<file path="config.mk">
export PLATFORM = sky130hd
export DESIGN_NAME = ldq_order_top
export DESIGN_NICKNAME = d
export VERILOG_FILES = /design/src/rtl/lq_pkg.sv /design/src/rtl/lq_ring.sv /design/src/rtl/lq_scan.sv /design/src/rtl/lq_satcnt.sv /design/src/rtl/ldq_order_top.sv
export SDC_FILE = /design/constraint.sdc
export NUM_CORES = 2
export LEC_CHECK = 0
export BUFFER_PORTS_ARGS = -buffer_cell sky130_fd_sc_hd__buf_2
export CAP_MARGIN = 0
export CORE_MARGIN = 5
export CORE_UTILIZATION = 29
export DETAILED_ROUTE_END_ITERATION = 8
export SLEW_MARGIN = 10
export SYNTH_ARGS = -nofsm -noshare
export SYNTH_HDL_FRONTEND = slang
export SYNTH_SLANG_ARGS = --single-unit
</file>
<file path="constraint.sdc">
create_clock -name clk -period 28 [get_ports clk]
set_input_delay 2.8 -clock clk [delete_from_list [all_inputs] [get_ports clk]]
set_output_delay 2.8 -clock clk [all_outputs]
set_load 0.005 [all_outputs]
</file>
<file path="src/rtl/lq_pkg.sv">
package lq_pkg;
  typedef enum logic {
    SCAN_IDLE = 1'b0,
    SCAN_WALK = 1'b1
  } scan_state_e;

  localparam int unsigned REGION_SHIFT = 8;
endpackage

</file>
<file path="src/rtl/lq_ring.sv">
module lq_ring #(
  parameter int DEPTH  = 8,
  parameter int SEQ_W  = 16,
  parameter int ADDR_W = 32,
  parameter int TAG_W  = 4,
  parameter int IW     = $clog2(DEPTH + 1)
) (
  input  logic              clk,
  input  logic              rst_n,
  input  logic              disp_fire,
  input  logic [SEQ_W-1:0]  disp_seq,
  input  logic [TAG_W-1:0]  disp_tag,
  input  logic              addr_we,
  input  logic [IW-1:0]     addr_idx,
  input  logic [ADDR_W-1:0] addr_val,
  input  logic              cmt_en,
  input  logic [SEQ_W-1:0]  cmt_seq,
  input  logic              sq_en,
  input  logic [SEQ_W-1:0]  sq_seq,
  input  logic [IW-1:0]     rd_idx,
  output logic [SEQ_W-1:0]  rd_seq,
  output logic [ADDR_W-1:0] rd_addr,
  output logic              rd_aval,
  output logic [IW-1:0]     head_idx,
  output logic [IW-1:0]     tail_idx,
  output logic [IW-1:0]     used,
  output logic              full,
  output logic [SEQ_W-1:0]  head_seq,
  output logic [TAG_W-1:0]  head_tag
);
  localparam int SIZE = DEPTH + 1;

  logic [SEQ_W-1:0]  seq_mem  [SIZE];
  logic [ADDR_W-1:0] addr_mem [SIZE];
  logic              aval_mem [SIZE];
  logic [TAG_W-1:0]  tag_mem  [SIZE];

  logic [IW-1:0] head_q, tail_q, used_q;
  logic [IW-1:0] n_pop, n_kill;

  function automatic logic [IW-1:0] step_fwd(input logic [IW-1:0] p, input logic [IW-1:0] n);
    logic [IW:0] s;
    s = {1'b0, p} + {1'b0, n};
    if (s >= (IW+1)'(SIZE)) s = s - (IW+1)'(SIZE);
    return s[IW-1:0];
  endfunction

  function automatic logic [IW-1:0] step_back(input logic [IW-1:0] p, input logic [IW-1:0] n);
    logic [IW:0] s;
    s = {1'b0, p} + (IW+1)'(SIZE) - {1'b0, n};
    if (s >= (IW+1)'(SIZE)) s = s - (IW+1)'(SIZE);
    return s[IW-1:0];
  endfunction

  // Count of contiguous committed entries from the head.
  always_comb begin
    logic          run;
    logic [IW-1:0] slot;
    n_pop = '0;
    run   = 1'b1;
    for (int k = 0; k < DEPTH; k++) begin
      slot = step_fwd(head_q, IW'(k));
      if (run && (IW'(k) < used_q) && (seq_mem[slot] <= cmt_seq)) n_pop = n_pop + IW'(1);
      else run = 1'b0;
    end
  end

  // Count of contiguous squashed entries back from the tail.
  always_comb begin
    logic          run;
    logic [IW-1:0] slot;
    n_kill = '0;
    run    = 1'b1;
    for (int k = 0; k < DEPTH; k++) begin
      slot = step_back(tail_q, IW'(k + 1));
      if (run && (IW'(k) < used_q) && (seq_mem[slot] > sq_seq)) n_kill = n_kill + IW'(1);
      else run = 1'b0;
    end
  end

  always_ff @(posedge clk) begin
    if (!rst_n) begin
      head_q <= '0;
      tail_q <= '0;
      used_q <= '0;
    end else if (sq_en) begin
      tail_q <= step_back(tail_q, n_kill);
      used_q <= used_q - n_kill;
    end else begin
      if (cmt_en) head_q <= step_fwd(head_q, n_pop);
      if (disp_fire) tail_q <= step_fwd(tail_q, IW'(1));
      used_q <= used_q - (cmt_en ? n_pop : '0) + (disp_fire ? IW'(1) : '0);
    end
  end

  always_ff @(posedge clk) begin
    if (!rst_n) begin
      for (int i = 0; i < SIZE; i++) begin
        seq_mem[i]  <= '0;
        addr_mem[i] <= '0;
        aval_mem[i] <= 1'b0;
        tag_mem[i]  <= '0;
      end
    end else begin
      if (disp_fire) begin
        seq_mem[tail_q]  <= disp_seq;
        tag_mem[tail_q]  <= disp_tag;
        aval_mem[tail_q] <= 1'b0;
      end
      if (addr_we) begin
        addr_mem[addr_idx] <= addr_val;
        aval_mem[addr_idx] <= 1'b1;
      end
    end
  end

  assign rd_seq   = seq_mem[rd_idx];
  assign rd_addr  = addr_mem[rd_idx];
  assign rd_aval  = aval_mem[rd_idx];
  assign head_idx = head_q;
  assign tail_idx = tail_q;
  assign used     = used_q;
  assign full     = (step_fwd(tail_q, IW'(1)) == head_q);
  assign head_seq = seq_mem[head_q];
  assign head_tag = tag_mem[head_q];
endmodule

</file>
<file path="src/rtl/lq_scan.sv">
module lq_scan #(
  parameter int DEPTH  = 8,
  parameter int SEQ_W  = 16,
  parameter int ADDR_W = 32,
  parameter int IW     = $clog2(DEPTH + 1)
) (
  input  logic              clk,
  input  logic              rst_n,
  input  logic              start,
  input  logic              from_store,
  input  logic [IW-1:0]     start_idx,
  input  logic [ADDR_W-1:0] start_addr,
  input  logic              abort,
  input  logic [IW-1:0]     tail_idx,
  output logic [IW-1:0]     rd_idx,
  input  logic [SEQ_W-1:0]  rd_seq,
  input  logic [ADDR_W-1:0] rd_addr,
  input  logic              rd_aval,
  input  logic              held_valid,
  input  logic [SEQ_W-1:0]  held_seq,
  output logic              busy,
  output logic              done,
  output logic              hit,
  output logic              rec_fire,
  output logic [IW-1:0]     rec_idx,
  output logic [SEQ_W-1:0]  rec_seq
);
  import lq_pkg::*;
  localparam int SIZE = DEPTH + 1;

  scan_state_e       state_q;
  logic [IW-1:0]     ptr_q;
  logic [ADDR_W-1:0] addr_q;
  logic              done_q, hit_q;
  logic              at_tail, match, older;

  function automatic logic [IW-1:0] next_slot(input logic [IW-1:0] p);
    return (p == IW'(SIZE - 1)) ? '0 : p + IW'(1);
  endfunction

  assign at_tail  = (ptr_q == tail_idx);
  assign match    = rd_aval && ((rd_addr >> REGION_SHIFT) == (addr_q >> REGION_SHIFT));
  assign older    = !held_valid || (rd_seq < held_seq);
  assign rec_fire = (state_q == SCAN_WALK) && !abort && !at_tail && match && older;
  assign rec_idx  = ptr_q;
  assign rec_seq  = rd_seq;
  assign rd_idx   = ptr_q;

  always_ff @(posedge clk) begin
    if (!rst_n) begin
      state_q <= SCAN_IDLE;
      ptr_q   <= '0;
      addr_q  <= '0;
      done_q  <= 1'b0;
      hit_q   <= 1'b0;
    end else begin
      done_q <= 1'b0;
      if (state_q == SCAN_WALK && abort) begin
        state_q <= SCAN_IDLE;
        done_q  <= 1'b1;
        hit_q   <= 1'b0;
      end else if (state_q == SCAN_IDLE && start) begin
        state_q <= SCAN_WALK;
        ptr_q   <= from_store ? start_idx : next_slot(start_idx);
        addr_q  <= start_addr;
        hit_q   <= 1'b0;
      end else if (state_q == SCAN_WALK) begin
        if (at_tail || match) begin
          state_q <= SCAN_IDLE;
          done_q  <= 1'b1;
          hit_q   <= rec_fire;
        end else begin
          ptr_q <= next_slot(ptr_q);
        end
      end
    end
  end

  assign busy = (state_q == SCAN_WALK);
  assign done = done_q;
  assign hit  = hit_q;
endmodule

</file>
<file path="src/rtl/lq_satcnt.sv">
module lq_satcnt #(
  parameter int W = 3
) (
  input  logic         clk,
  input  logic         rst_n,
  input  logic         bump,
  output logic [W-1:0] value
);
  logic [W-1:0] cnt_q;

  always_ff @(posedge clk) begin
    if (!rst_n) cnt_q <= '0;
    else if (bump && (cnt_q != '1)) cnt_q <= cnt_q + W'(1);
  end

  assign value = cnt_q;
endmodule

</file>
<file path="src/rtl/ldq_order_top.sv">
module ldq_order_top #(
  parameter int DEPTH  = 8,
  parameter int SEQ_W  = 16,
  parameter int ADDR_W = 32,
  parameter int TAG_W  = 4,
  parameter int CNT_W  = 3,
  parameter int IW     = $clog2(DEPTH + 1)
) (
  input  logic              clk,
  input  logic              rst_n,
  input  logic              disp_valid,
  output logic              disp_ready,
  input  logic [SEQ_W-1:0]  disp_seq,
  input  logic [TAG_W-1:0]  disp_sq_tail,
  input  logic              disp_sq_empty,
  output logic [IW-1:0]     disp_lq_idx,
  input  logic              addr_we,
  input  logic [IW-1:0]     addr_idx,
  input  logic [ADDR_W-1:0] addr_val,
  input  logic              chk_valid,
  output logic              chk_ready,
  input  logic              chk_is_store,
  input  logic [IW-1:0]     chk_lq_idx,
  input  logic [ADDR_W-1:0] chk_addr,
  output logic              chk_busy,
  output logic              chk_done,
  output logic              chk_hit,
  input  logic              vio_take,
  output logic              vio_present,
  output logic [SEQ_W-1:0]  vio_seq,
  output logic [IW-1:0]     vio_idx,
  input  logic              cmt_en,
  input  logic [SEQ_W-1:0]  cmt_seq,
  input  logic              sq_en,
  input  logic [SEQ_W-1:0]  sq_seq,
  output logic [IW-1:0]     free_cnt,
  output logic [SEQ_W-1:0]  head_seq,
  output logic [TAG_W-1:0]  head_sq_tag,
  output logic              lq_empty,
  output logic [CNT_W-1:0]  vio_count
);
  logic              disp_fire, chk_fire, full;
  logic [IW-1:0]     head_idx, tail_idx, used, rd_idx, rec_idx;
  logic [SEQ_W-1:0]  rd_seq, rec_seq;
  logic [ADDR_W-1:0] rd_addr;
  logic              rd_aval, rec_fire;
  logic              held_q;
  logic [SEQ_W-1:0]  held_seq_q;
  logic [IW-1:0]     held_idx_q;

  assign disp_ready = !full && !sq_en;
  assign disp_fire  = disp_valid && disp_ready;
  assign chk_ready  = !chk_busy && !sq_en;
  assign chk_fire   = chk_valid && chk_ready;

  lq_ring #(.DEPTH(DEPTH), .SEQ_W(SEQ_W), .ADDR_W(ADDR_W), .TAG_W(TAG_W), .IW(IW)) ring_i (
    .clk(clk), .rst_n(rst_n),
    .disp_fire(disp_fire), .disp_seq(disp_seq),
    .disp_tag(disp_sq_empty ? {TAG_W{1'b1}} : disp_sq_tail),
    .addr_we(addr_we), .addr_idx(addr_idx), .addr_val(addr_val),
    .cmt_en(cmt_en), .cmt_seq(cmt_seq), .sq_en(sq_en), .sq_seq(sq_seq),
    .rd_idx(rd_idx), .rd_seq(rd_seq), .rd_addr(rd_addr), .rd_aval(rd_aval),
    .head_idx(head_idx), .tail_idx(tail_idx), .used(used), .full(full),
    .head_seq(head_seq), .head_tag(head_sq_tag)
  );

  lq_scan #(.DEPTH(DEPTH), .SEQ_W(SEQ_W), .ADDR_W(ADDR_W), .IW(IW)) scan_i (
    .clk(clk), .rst_n(rst_n),
    .start(chk_fire), .from_store(chk_is_store), .start_idx(chk_lq_idx), .start_addr(chk_addr),
    .abort(sq_en), .tail_idx(tail_idx),
    .rd_idx(rd_idx), .rd_seq(rd_seq), .rd_addr(rd_addr), .rd_aval(rd_aval),
    .held_valid(held_q), .held_seq(held_seq_q),
    .busy(chk_busy), .done(chk_done), .hit(chk_hit),
    .rec_fire(rec_fire), .rec_idx(rec_idx), .rec_seq(rec_seq)
  );

  lq_satcnt #(.W(CNT_W)) cnt_i (
    .clk(clk), .rst_n(rst_n), .bump(rec_fire), .value(vio_count)
  );

  // Oldest-violator register: record beats squash-clear beats take.
  always_ff @(posedge clk) begin
    if (!rst_n) begin
      held_q     <= 1'b0;
      held_seq_q <= '0;
      held_idx_q <= '0;
    end else if (rec_fire) begin
      held_q     <= 1'b1;
      held_seq_q <= rec_seq;
      held_idx_q <= rec_idx;
    end else if (sq_en && held_q && (sq_seq < held_seq_q)) begin
      held_q <= 1'b0;
    end else if (vio_take) begin
      held_q <= 1'b0;
    end
  end

  assign vio_present = held_q;
  assign vio_seq     = held_seq_q;
  assign vio_idx     = held_idx_q;
  assign disp_lq_idx = tail_idx;
  assign free_cnt    = IW'(DEPTH) - used;
  assign lq_empty    = (head_idx == tail_idx);
endmodule

</file>
# Word-level counts from Yosys, hierarchy flattened
# Memory sizes are Yosys's and may differ from the RTL's. A register that Yosys moved wholly into a read port is not among the register bits.
# Cells that the tools add are included.
dict set report totals {
  wordCells 300
  inputBits 134
  n_memories 4
  reg_bits 75
  mem_bits_rw 477
}
# name words word_bits rd rd_clocked_by_memory_dff wr line
set mem_list {}
lappend mem_list {ring_i.addr_mem 9 32 1 1 9 lq_ring.sv:34} ;# logic [ADDR_W-1:0] addr_mem [SIZE];
lappend mem_list {ring_i.seq_mem 9 16 18 2 9 lq_ring.sv:33} ;# logic [SEQ_W-1:0] seq_mem [SIZE];
lappend mem_list {ring_i.tag_mem 9 4 1 1 9 lq_ring.sv:36} ;# logic [TAG_W-1:0] tag_mem [SIZE];
lappend mem_list {ring_i.aval_mem 9 1 1 1 9 lq_ring.sv:35} ;# logic aval_mem [SIZE];
dict set report op_classes {
  eq_ne 8
  n_bitwise 4
  magnitude_cmp 45
  reduce_logical 65
  mux 103
  addsub 59
}
# op count
set op_table {}
lappend op_table {{two-way mux 4 bit} 60}
lappend op_table {{greater-than comparator 16 bit} 8}
lappend op_table {{less-or-equal comparator 16 bit} 8}
lappend op_table {{greater-or-equal comparator 5 x 4 -> 1 bit (second input constant)} 18}
lappend op_table {{subtractor 4 bit (second input constant)} 19}
lappend op_table {{adder 4 x 1 -> 4 bit (second input constant)} 14}
lappend op_table {{logical AND 1 bit} 44}
lappend op_table {{two-way mux 1 bit} 41}
lappend op_table {{less-than comparator 16 bit} 2}
lappend op_table {{two-way mux 32 bit} 1}
lappend op_table {{OR reduction 32 bit} 1}
lappend op_table {{equality test 24 bit} 1}
lappend op_table {{adder 4 x 3 -> 5 bit (second input constant)} 4}
lappend op_table {{subtractor 5 x 3 -> 5 bit (second input constant)} 4}
lappend op_table {{less-than comparator 3 x 4 -> 1 bit (first input constant)} 4}
lappend op_table {{two-way mux 16 bit} 1}
lappend op_table {{OR reduction 16 bit} 1}
lappend op_table {{equality test 4 bit} 3}
lappend op_table {{adder 4 x 1 -> 5 bit (second input constant)} 2}
lappend op_table {{adder 4 x 2 -> 5 bit (second input constant)} 2}
lappend op_table {{subtractor 5 x 2 -> 5 bit (second input constant)} 2}
lappend op_table {{equality test 4 bit (second input constant)} 2}
lappend op_table {{less-than comparator 1 x 4 -> 1 bit (first input constant)} 2}
lappend op_table {{less-than comparator 2 x 4 -> 1 bit (first input constant)} 2}
lappend op_table {{24 further kinds} 38}

# Depth between registers and ports, before layout
# An unclocked memory read counts as a cell.
dict set report depth {
  ltp_word 33
  ltp_mapped 62
}

# Hierarchy
# Synthesis repeated with hierarchy kept, for this count alone.
dict set report hier_totals {
  hier_cells 6505
  area_unflattened_um2 84063.1
}
# mod area_each_um2 n_inst cells_each
set modules_own_cells {}
lappend modules_own_cells {lq_ring 80267.0 1 6047}
lappend modules_own_cells {lq_scan 2341.0 1 301}
lappend modules_own_cells {ldq_order_top 1301.2 1 142}
lappend modules_own_cells {lq_satcnt 153.9 1 15}

# Least setup slack after synthesis
# Ideal clock, no wire load.
dict set report synth_timing {
  path_type {reg-to-reg}
  from {register ring_i.tail_q[0], in the netlist ring_i.tail_idx[0]}
  to {register ring_i.tail_q[2], in the netlist ring_i.tail_idx[2]}
  stages_incl_launch_ff 57
  t_required_ns 27.872
  path_slack_ns 16.426
  arrival_time_ns 11.447
  path_cell_list {dfxtp_1 -> inv_1 -> buf_2 -> ha_1 -> inv_2 -> ha_1 -> o21ai_0 -> xnor2_1 -> o21ai_2 -> xnor2_2 -> buf_6 -> buf_4 -> mux4_2 -> mux2i_1 -> a21oi_1 -> ha_1 -> nor2b_1 -> o21a_1 -> (+21 left out) -> and3_1 -> nor3_1 -> o21bai_1 -> inv_1 -> ha_1 -> nand2_1 -> o21ai_0 -> ha_1 -> mux2i_1 -> fa_1 -> nor3_1 -> inv_1 -> o21ai_0 -> nand2_1 -> nand2_1 -> xnor2_1 -> a221oi_1 -> nor2_1}
}
dict set report synth_via {
  elab_chain_len 33
  word_cells_on_any_way 94
}
# element line
set synth_rtl {}
lappend synth_rtl {{from (decl)} lq_ring.sv:38} ;# logic [IW-1:0] head_q, tail_q, used_q;
lappend synth_rtl {{from (signal assigned)} lq_ring.sv:87} ;# tail_q <= step_back(tail_q, n_kill);
lappend synth_rtl {{from (signal assigned)} lq_ring.sv:91} ;# if (disp_fire) tail_q <= step_fwd(tail_q, IW'(1));
lappend synth_rtl {{parallel branches: the longest is 33 deep, another holds memory read (9 x 16 bit)} n/a}
# Parallel ways; which one is timed is not known. The select of a mux whose other input is x is not followed.
# A chain may end at the register's enable or synchronous reset.

# Worst setup path in the final report
dict set report layout_timing {
  from {register ring_i.head_q[0], in the netlist ring_i.head_idx[0]}
  to {register ring_i.used_q[3], in the netlist ring_i.used[3]}
}
dict set report layout_via {
  elab_chain_len 31
  word_cells_on_any_way 86
}
# element line
set layout_rtl {}
lappend layout_rtl {{from (decl)} lq_ring.sv:38}
lappend layout_rtl {{from (signal assigned)} lq_ring.sv:90} ;# if (cmt_en) head_q <= step_fwd(head_q, n_pop);
lappend layout_rtl {{parallel branches: the longest is 29 deep, another holds memory read (9 x 16 bit)} n/a}
lappend layout_rtl {{adder 4 bit (*)} lq_ring.sv:92} ;# used_q <= used_q - (cmt_en ? n_pop : '0) + (disp_fire ? IW'(1) : '0);
lappend layout_rtl {{two-way mux 4 bit (*)} lq_ring.sv:86} ;# end else if (sq_en) begin
lappend layout_rtl {{to (signal assigned)} lq_ring.sv:88} ;# used_q <= used_q - n_kill;
lappend layout_rtl {{to (signal assigned)} lq_ring.sv:92}
lappend layout_rtl {{to (decl)} lq_ring.sv:38}
# Every way passes the cells marked *.

==> summary.txt <==
Finish
  – # nets final: 6,277
  – Share of cells above drive strength 1: 37.7%
  – Core Util, Final: 32.4%
  – Synthesis-to-finish area growth: 11.2%
  – Post-Layout Cell Count: 9,411
  – FILL cells: 26.3k

Timing
  – Pins over their slew limit: 0
  – Tcrit/Tclk final: 55.7%
  – Slew margin rel.: 13.9%
  – Setup violations, final: 0
  – RSZ-0062 raised after global routing: false
  – Hold slack final: 0.472 ns
  – Hold Vio Cnt, Final: 0
  – Max frequency: 64.1 MHz
  – Least-Margin Pin Slew: 1.29 ns
  – Clock Skew: 0.0792 ns
  – Setup total negative slack: 0 ns
  – Final min period: 15.59 ns

Clock network
  – CTS tree: done
  – Number of gates resized after CTS: 0
  – # clock sinks: 795
  – Root buf cell: clkbuf_16
  – Cts-stage hold buffer count: 0
  – Worst-Skew Late Latency: 0.74 ns
  – Post-CTS setup buffers: 0
  – Bufs on Longest Clock Path: 3
  – CTS clk-pin slew, worst paths: 0.07 ns
  – Htree depth: 3
  – Inserted Clock Buffers: 85

Place
  – I/O Buffers: 175
  – Placed insts: 9,238
  – Hpwl dp: 222 mm
  – Routability congestion estimate: 1.03

Routing
  – Vias per inst: 6.45
  – Initial DRC Count: 9,441
  – Drt first pass iters: 9
  – Final antenna-violating net count: 0
  – Post-Route WL: 332 mm
  – Via count: 60.7k
  – Wire length per cell: 35.3 um
  – Drt drc: 0

Die
  – DIE HEIGHT: 529 um
  – Die ar.: 280,000 um^2
  – Core box area: 268,000 um^2
  – Die W: 529 um
  – Core Rows: 190
  – Initial core utilization: 29.2%
  – IO Count: 192

Global routing
  – Gr usage total: 23.0%
  – Largest net degree at the start of global routing: 65
  – Number of global-route vias before repair: 57.7k
  – Initial antenna violation count: 45
  – First-pass GRT wire length: 462 mm
  – Total gr overflow: 0

Job
  – Max-cap viol count: 0

Setup path
  – Crit-path most repeated cell: ha_1
  – Critical Path RT: 28.67 ns
  – WP buf/inv: 5
  – Slowest-stage cell, CP: buf_4
  – Slowest stage delay, CP: 0.73 ns
  – Setup Crit Path Kind: reg2reg
  – Critical Path AT: 16.26 ns
  – CP Capture Type: flop
  – CP Launch Type: flop
  – Crit path max-delay family: compound AO/OA/AOI/OAI gates
  – Critical Path Fanout Max: 36

Synth
  – Mapped Nets: 6,374
  – YS warnings: 0
  – Async SR Flop Fraction: 0%
  – Average cell area after synthesis: 13.3 um^2
  – Mapped Cells: 5,870
  – Number of synthesized flops with an enable pin: 704
  – Register area share after synthesis: 29.4%
  – Netlist Area Pre-Place: 78,200 um^2
  – Post-synth top flop: edfxtp_1
  – Register bit total from synthesis: 795
  – Distinct cells, synth: 89

Worst hold path
  – Hold Crit Class: reg2reg

Run status
  – Status: finished, final reports clean
==> cells by family (layout without fill, tap and decap cells) <==
kind of cell / count (synthesis) / count (layout) / share of synthesized area, %
AOI/OAI and AO/OA: 849 / 849 / 6.89
xor gates and xnor gates: 142 / 142 / 1.81
adders and majority gates: 370 / 370 / 5.96
buffers and inverters: 815 / 784 / 4.33
DFF: 795 / 795 / 29.4
muxes: 1655 / 1655 / 43.2
other: 0 / 20 / 0
and+or+nand+nor: 1244 / 1244 / 8.46
==> cells in the final DEF (no fill, tap or decap), types with 169 or more instances in the layout <==
cell type,n
buf_4,338
a211oi_1,169
nand2_1,265
edfxtp_1,704
a21oi_1,271
ha_1,366
and2_1,402
mux2i_1,236
buf_2,174
mux4_2,1372
==> area by class of cell <==
type                            count  area [um^2]  area share (%)
Sequential cell                   795        23000            26.4
Tap cell                         3552         4440            5.11
Clock buffer                      104         2200            2.53
Inverter                          114          428           0.492
Clock inverter                     49          638           0.733
Multi-Input combinational cell   4260        52800            60.6
Timing Repair Buffer              517         3510            4.03
Antenna cell                       20         50.0          0.0575
==> registers in the layout, summed over array words and instances (netlist names), named ones only <==
name,cells
cnt_i.value,3
scan_i.addr_q,24
ring_i.tail_idx,4
vio_idx,4
ring_i.aval_mem,16
ring_i.used,4
scan_i.rd_idx,4
ring_i.addr_mem,384
ring_i.seq_mem,256
scan_i.hit,1
scan_i.done,1
ring_i.tag_mem,64
scan_i.busy,1
vio_present,1
vio_seq,16
ring_i.head_idx,4
==> synth_stat cells (8+ instances only) <==
library cell	number	share of area, %
a21oi_1	275	1.8
nand3_1	51	0.33
a21boi_0	28	0.27
nand2b_1	17	0.14
nand2_1	274	1.3
nor4_1	8	0.064
and4_1	9	0.10
xnor2_2	16	0.33
o21a_1	29	0.28
dfxtp_1	91	2.3
o21ai_1	11	0.070
buf_6	8	0.12
mux4_2	1372	40
and2_1	402	3.2
mux2i_1	238	3.0
o211ai_1	17	0.16
a21o_1	57	0.55
a211oi_1	169	1.6
a31o_2	14	0.16
nor2b_1	156	1.2
xnor2_1	90	1.0
ha_1	366	5.9
nor3_1	28	0.18
and3_1	10	0.080
nor2_1	187	0.90
buf_4	32	0.31
buf_1	35	0.17
inv_1	110	0.53
or3_1	13	0.10
a31oi_1	41	0.33
xor2_1	32	0.36
clkbuf_1	509	2.4
o31ai_1	10	0.096
nand4_1	58	0.46
edfxtp_1	704	27
mux2_2	45	0.65
o21ai_0	133	0.85
buf_2	117	0.75
==> stage by stage <==
step	setup slack, ns	instance area (um^2)
2_1_floorplan	16.43	78200
3_3_place_gp	13.19	84100
3_5_place_dp	12.86	84100
4_1_cts	12.81	87000
5_1_grt	12.03	87000
6_report	12.41	87000
==> tightest hold or removal path: stages, from the launching register on <==
cell	delay, ns
dfxtp_1	0.32
nand2_1	0.05
a21oi_1	0.05
==> metal layers <==
layer,track usage [%],up-vias,wire [um]
met4,14.9,36,26900
li1,-,23716,-
met1,27.9,30999,113000
met3,8.36,1045,45800
met5,0.260,-,379
met2,34.5,4943,146000
==> worst paths after layout <==
path,startpoint,to,slack [ns],depth (start not counted)
max,ring_i.head_idx[0],ring_i.used[3],12.41,48
min,scan_i.addr_q[10],scan_i.addr_q[10],0.47,2
max reg2reg,ring_i.head_idx[0],ring_i.used[3],12.41,48
min reg2reg,scan_i.addr_q[10],scan_i.addr_q[10],0.47,2
Power is left out: the tool's default activity adds up to more than one toggle a clock period on the data nets, which glitch-free logic cannot reach.
